[src/rtl/comp_select_pkg.sv]
package comp_select_pkg;
  localparam int NUM_SEL = 4;
  localparam int IDX_PROG = 0;
  localparam int IDX_DATA = 1;
  localparam int IDX_BYTE = 2;
  localparam int IDX_IO = 3;
  localparam int CFG_W = NUM_SEL + 1;

  typedef struct packed {
    logic [NUM_SEL-1:0] mask;
    logic byteOn;
  } selCfg_t;
endpackage

[src/rtl/comp_select_cfg.sv]
module comp_select_cfg
  import comp_select_pkg::*;
#(
  parameter logic [NUM_SEL-1:0] RESET_MASK = 4'b1011
) (
  input  logic             clk,
  input  logic             rstN,
  input  logic             cfgWe,
  input  logic [CFG_W-1:0] cfgWrData,
  output selCfg_t          cfg
);
  selCfg_t cfgQ;

  always_ff @(posedge clk or negedge rstN) begin
    if (!rstN) begin
      cfgQ.mask   <= RESET_MASK;
      cfgQ.byteOn <= 1'b1;
    end else if (cfgWe) begin
      cfgQ.mask   <= cfgWrData[NUM_SEL-1:0];
      cfgQ.byteOn <= cfgWrData[NUM_SEL];
    end
  end

  assign cfg = cfgQ;

  AST_CFG_HOLD: assert property (@(posedge clk) disable iff (!rstN)
    !cfgWe |=> $stable(cfg));
  AST_CFG_LOAD: assert property (@(posedge clk) disable iff (!rstN)
    cfgWe |=> (cfg == {$past(cfgWrData[NUM_SEL-1:0]), $past(cfgWrData[NUM_SEL])}));
endmodule

[src/rtl/comp_select_path.sv]
module comp_select_path
  import comp_select_pkg::*;
(
  input  logic               clk,
  input  logic               rstN,
  input  selCfg_t            cfg,
  input  logic [NUM_SEL-1:0] selInN,
  input  logic               busGrant,
  output logic               compSelN,
  output logic               byteSelOutN
);
  logic [NUM_SEL-1:0] hit;

  for (genvar g = 0; g < NUM_SEL; g++) begin : g_hit
    assign hit[g] = cfg.mask[g] & ~selInN[g];
  end

  always_comb begin
    compSelN    = busGrant | ~(|hit);
    byteSelOutN = busGrant | ~cfg.byteOn | selInN[IDX_BYTE];
  end

  AST_PROG_FOLLOW: assert property (@(posedge clk) disable iff (!rstN)
    (cfg.mask[IDX_PROG] && !selInN[IDX_PROG] && !busGrant) |-> !compSelN);
  AST_IO_FOLLOW: assert property (@(posedge clk) disable iff (!rstN)
    (cfg.mask[IDX_IO] && !selInN[IDX_IO] && !busGrant) |-> !compSelN);
  AST_NO_SPURIOUS: assert property (@(posedge clk) disable iff (!rstN)
    (&(selInN | ~cfg.mask)) |-> compSelN);
  AST_GRANT_RELEASE: assert property (@(posedge clk) disable iff (!rstN)
    busGrant |-> (compSelN && byteSelOutN));
  AST_BYTE_OFF: assert property (@(posedge clk) disable iff (!rstN)
    !cfg.byteOn |-> byteSelOutN);
endmodule

[src/rtl/comp_select_top.sv]
module comp_select_top
  import comp_select_pkg::*;
#(
  parameter logic [NUM_SEL-1:0] RESET_MASK = 4'b1011
) (
  input  logic             clk,
  input  logic             rstN,
  input  logic             cfgWe,
  input  logic [CFG_W-1:0] cfgWrData,
  input  logic [NUM_SEL-1:0] selInN,
  input  logic             busGrant,
  output logic             compSelN,
  output logic             byteSelOutN
);
  selCfg_t cfg;

  comp_select_cfg #(.RESET_MASK(RESET_MASK)) u_cfg (
    .clk(clk), .rstN(rstN), .cfgWe(cfgWe), .cfgWrData(cfgWrData), .cfg(cfg)
  );

  comp_select_path u_path (
    .clk(clk), .rstN(rstN), .cfg(cfg), .selInN(selInN), .busGrant(busGrant),
    .compSelN(compSelN), .byteSelOutN(byteSelOutN)
  );
endmodule

[config.mk]
export PLATFORM = sky130hd
export DESIGN_NAME = comp_select_top
export DESIGN_NICKNAME = d
export VERILOG_FILES = /design/src/rtl/comp_select_pkg.sv /design/src/rtl/comp_select_cfg.sv /design/src/rtl/comp_select_path.sv /design/src/rtl/comp_select_top.sv
export SDC_FILE = /design/constraint.sdc
export NUM_CORES = 1
export LEC_CHECK = 0
export ABC_CLOCK_PERIOD_IN_PS = 2400
export BUFFER_PORTS_ARGS = -buffer_cell sky130_fd_sc_hd__buf_2
export CORE_AREA = 2 2 39 41
export CTS_BUF_LIST = sky130_fd_sc_hd__clkbuf_4 sky130_fd_sc_hd__clkbuf_8
export DETAILED_ROUTE_END_ITERATION = 12
export DIE_AREA = 0 0 41 43
export PLACE_DENSITY = 0.37
export SLEW_MARGIN = 20
export SYNTH_ARGS = -nofsm -noshare
export SYNTH_HDL_FRONTEND = slang
export SYNTH_SLANG_ARGS = --single-unit
[constraint.sdc]
create_clock -name clk -period 2.4 [get_ports clk]
set_input_delay 0.12 -clock clk [delete_from_list [all_inputs] [get_ports clk]]
set_output_delay 0.12 -clock clk [all_outputs]
set_load 0.1 [all_outputs]
## Word-level counts from Yosys, hierarchy flattened

Index checks and enable logic that the tools add are counted.

- Reductions and logical operators: 1
- Bitwise operators: 13

Operators by type and width:

| cell | number |
|---|---|
| $not 1->1 | 6 |
| $and 1x1->1 | 4 |
| $reduce_or 4->1 | 1 |
| $or 1x1->1 | 3 |

- Word-level logic and storage cells: 16
- Output and inout port bits: 2
- Input bits: 13
- Flip-flop bits (word level): 5

## Depth between registers and ports, before layout

- Depth after elaboration: 5
- Gate-level depth with buffers: 2
- Depth with buffers taken out: 2

## Cells and area by module

Synthesis repeated with hierarchy kept, for this count alone.

- Cell total of the unflattened synthesis: 17
- Area, all modules: 229.0 um^2

Modules (own cells, without submodules):

| module | times used | area each (um^2) | seq. area each (um^2) | cells each |
|---|---|---|---|---|
| comp_select_cfg | 1 | 186.4 | 130.1 | 10 |
| comp_select_path | 1 | 42.5 | 0.0 | 7 |

## Worst setup path after synthesis

Ideal clock, no wire load.

- Path type: reg-to-output
- Start point: register u_cfg.cfgQ (netlist bit u_cfg.cfg[3])
- End point: output port compSelN
- Path slack: 1100 ps
- Arrival: 1180 ps
- Cell stages (with the launch flop): 3
- Path buffers: 0
- Data required time: 2280 ps
- Cell sequence: dfrtp_1 -> nand2b_1 -> a41o_1

- Cells in the longest elaborated chain, start to end: 4

RTL lines:

| item | RTL line | source |
|---|---|---|
| from (decl) | comp_select_cfg.sv:12 | `selCfg_t cfgQ;` |
| $and 1x1->1 | comp_select_path.sv:15 | `assign hit[g] = cfg.mask[g] & ~selInN[g];` |
| $reduce_or 4->1 | comp_select_path.sv:19 | `compSelN = busGrant \| ~(\|hit);` |
| $not 1->1 | comp_select_path.sv:19 |  |
| $or 1x1->1 | comp_select_path.sv:19 |  |
| to (decl) | comp_select_top.sv:12 | `output logic compSelN,` |

No other way between the ends.

## Worst setup path after layout

- Start point: register u_cfg.cfgQ (netlist bit u_cfg.cfg[1])
- End point: output port compSelN

Same word-level chain as after synthesis.

==> impl.org <==
** Status
- Result of the run :: completed

** Global route
- Entering global routing, the biggest net connects 6 pins.
- Global routing consumed, over all layers together, 7.07% of the routing resources.
- The number of global-route vias before repair came to 208.
- After global routing the overflow that remains totals 0.
- The initial antenna violation count is 0.
- Global-route wire length before repair :: 759 µm

** Place
- The count of buffers added on input and output ports is 14.
- Routability Congestion :: 0.643
- DP Worst Slack :: 1.20 ns

** Layout
- # diodes :: 0
- Measured on the finished design, the core utilization comes to 25.9%.
- The layout has 152 filler cells.
- The final layout contains 50 nets.
- In the final layout, the share of cells above drive strength 1 is 75.0%.
- Across the whole layout, storage elements account for 130 µm².
- Summing all multi-input logic gate instances after layout gives 98.8 µm².
- The area growth from synthesis to layout is 56.8%.
- Number of flip-flops under the largest register name :: 5

** Routing
- In the routed layout, each cell is associated on average with a via count of 3.73.
- For this run, design rule violations remaining after detail routing come to 0.
- Vias after detailed routing :: 194
- Number of iterations in the first detailed-routing pass :: 1
- In the final routed layout, each cell accounts on average for 9.02 µm.
- Final wirelength :: 469 µm
- The count of nets left with antenna violations once routing finished came out at 0.
- Initial drt markers :: 0

** Yosys
- The cell area that synthesis handed to floorplanning was 229 µm².
- The synthesized design contains 0 enable-type register cells.
- Number of synthesized register bits :: 5
- Synthesized net count :: 30
- Synthesized area per cell :: 13.5 µm²
- Of the post-synthesis cell area, the dominant cell type holds 45.9%.
- Summed over all instances, the cell type with the most area after synthesis is dfstp_2.
- Yosys printed 0 warnings.
- After synthesis, the share of flip-flops with an asynchronous set or reset is 100%.
- Most frequent cell after synthesis :: mux2_2
- Share of the yosys chip area belonging to registers :: 56.8%
- In the post-synthesis netlist, the biggest area contributors are dfstp_2, mux2_2, dfrtp_1.
- Synthesized instance count :: 17
- The most used flip-flop cell after synthesis is dfstp_2.
- Most used standard cells in the synthesized netlist :: mux2_2, dfstp_2, nand2b_1
- Count of different cell masters after synthesis :: 7

** Worst setup path
- Critical-path top delay cell :: dfstp_2
- Critical path's top delay family :: flip-flops
- Worst EP arrival :: 1.33 ns
- The number of buffers and inverters on the critical path is 1.
- Worst Setup Path Type :: flip-flop to output port
- Delay of the slowest critical-path stage :: 0.52 ns
- Launching element type of the critical path :: flip-flop
- The worst setup path is captured at an output port.
- For the worst setup path, the data required time is 2.28 ns.
- The critical path goes through nand2b_1 -> a41o_1 -> buf_2.
- Along the worst path, the maximum fanout reaches 2.

** Power and ir drop
- Per report_power, the sequential group accounts for 39.4% of the total.
- Largest voltage drop on the vdd net :: 245 µV
- The internal power of the cells totals 193 µW.
- The analysis attributes to cell leakage a power of 0.000167 µW.
- Power spread over the standard cell area amounts to 721 nW/µm².
- The analysis attributes to net switching a power of 66.1 µW.
- Summing internal, switching and leakage power gives 259 µW.
- Clock group share of total power :: 41.2%
- In this run switching power makes up 25.5% of total power.
- Combinational logic is responsible for 19.4% of the overall power.

** Floorplan
- The die covers 1760 µm².
- Die X-Extent :: 41 µm
- In this run the standard cell core region covers 1380 µm².
- For this configuration, the core starts out at a cell density of 16.5%.
- The initialized floorplan defines 14 standard-cell rows.
- 15 I/O pins were placed.
- The floorplan step set the die height to 43 µm.

** Timing
- Setup repair after global routing left no endpoint under its margin.
- Final slew viol count :: 0
- Setup violations remaining at the end of the flow were counted as 0.
- In the final timing run, aggregate negative setup slack is 0 ns.
- Shortest period the worst path allows :: 1.45 ns
- Post-route clock period utilization :: 60.4%
- Timing would allow up to 690 MHz.
- Worst-margin pin slew :: 0.486 ns
- Normalized max-slew margin :: 67.8%
- Across all setup checks in the final design, the least slack found is 0.951 ns.
- Across the routed clock network, the largest skew measured is 0 ns.
- The number of failing hold endpoints at the final stage came to 0.

** Clock tree
- Post-CTS setup buffer count :: 0
- H-Tree Level Count :: 1
- CTS sink count :: 5
- Deepest clock path buffer count :: 2
- Clock transition at path regs :: 0.04 ns
- CTS tree :: done
- TritonCTS buffer count :: 3
- CTS root buf :: clkbuf_4
- Skew-Pair Late Insertion Delay :: 0.24 ns

** Worst hold path
- The worst hold path belongs to the class primary input to flip-flop.

** Flow run
- Max-cap violations :: 0
path summary, 6_finish.rpt:
kind | start | endpoint | slack [ns] | cells past startpoint
max in group asynchronous | rstN | u_cfg.cfg[2] | 1.97 | 2
min in group asynchronous | rstN | u_cfg.cfg[3] | 0.22 | 2
min reg2reg | u_cfg.cfg[3] | u_cfg.cfg[3] | 0.50 | 1
max reg2reg | u_cfg.cfg[3] | u_cfg.cfg[3] | 1.67 | 1
max | u_cfg.cfg[1] | compSelN | 0.95 | 3
min | cfgWrData[0] | u_cfg.cfg[1] | 0.11 | 2
kinds of logic (layout without fill, tap and decap cells):
kind of cell,count (synthesis),after routing,share of synthesized area (%)
mux,5,5,24.6
buf+inv,0,19,0
compound gates,1,1,4.37
simple gates,6,6,14.2
flops,5,5,56.8
cell usage in the layout (no fill, tap or decap):
| master | instances |
|---|---|
| nand2b_1 | 4 |
| dfstp_2 | 4 |
| nor2_1 | 1 |
| a41o_1 | 1 |
| dlygate4sd3_1 | 1 |
| clkbuf_4 | 4 |
| buf_2 | 14 |
| dfrtp_1 | 1 |
| mux2_2 | 5 |
| nand2_1 | 1 |
what timing repair did:
| action | 4_1_cts | 5_1_grt |
|---|---|---|
| hold buffers | 1 | 0 |
| gates resized for setup | 0 | 0 |
| endpoints found under the setup margin | 0 | 0 |
| endpoints found under the hold margin | 5 | 0 |
per-layer routing:
| layer | global-route usage [%] | part of all wire, % | routed length [µm] | vias up |
|---|---|---|---|---|
| li1 | - | - | - | 100 |
| met1 | 6.89 | 38 | 176 | 85 |
| met2 | 9.69 | 49 | 229 | 9 |
| met3 | 3.14 | 13 | 62 | 0 |
| met4 | 8.00 | 0 | 0 | 0 |
| met5 | 0 | 0 | 0 | - |
final cells by class:
cell class              count  area share (%)
flip-flops and latches      5            36.2
multi-input cells          12            27.5
repair buffers             15            22.3
clock buffers               4            8.36
well taps                  16            5.57
stage by stage:
step	area, µm²	hold WS [ns]	std cells
after floorplan	229	-0.176	17
after global placement	319	-0.0609	47
after detailed placement	319	-0.0632	47
after CTS	359	0.105	52
after global routing	359	0.115	52
final	359	0.113	52
power groups by stage:
stage	sequential, µW	combinational (µW)	clock, µW
floorplan	102	33.8	0
global placement	103	49.0	0
detailed placement	104	49.6	0
CTS	102	50.9	114
global route	103	54.3	115
finish	102	50.2	107
Note: power is estimated with default switching activity, not from simulation.
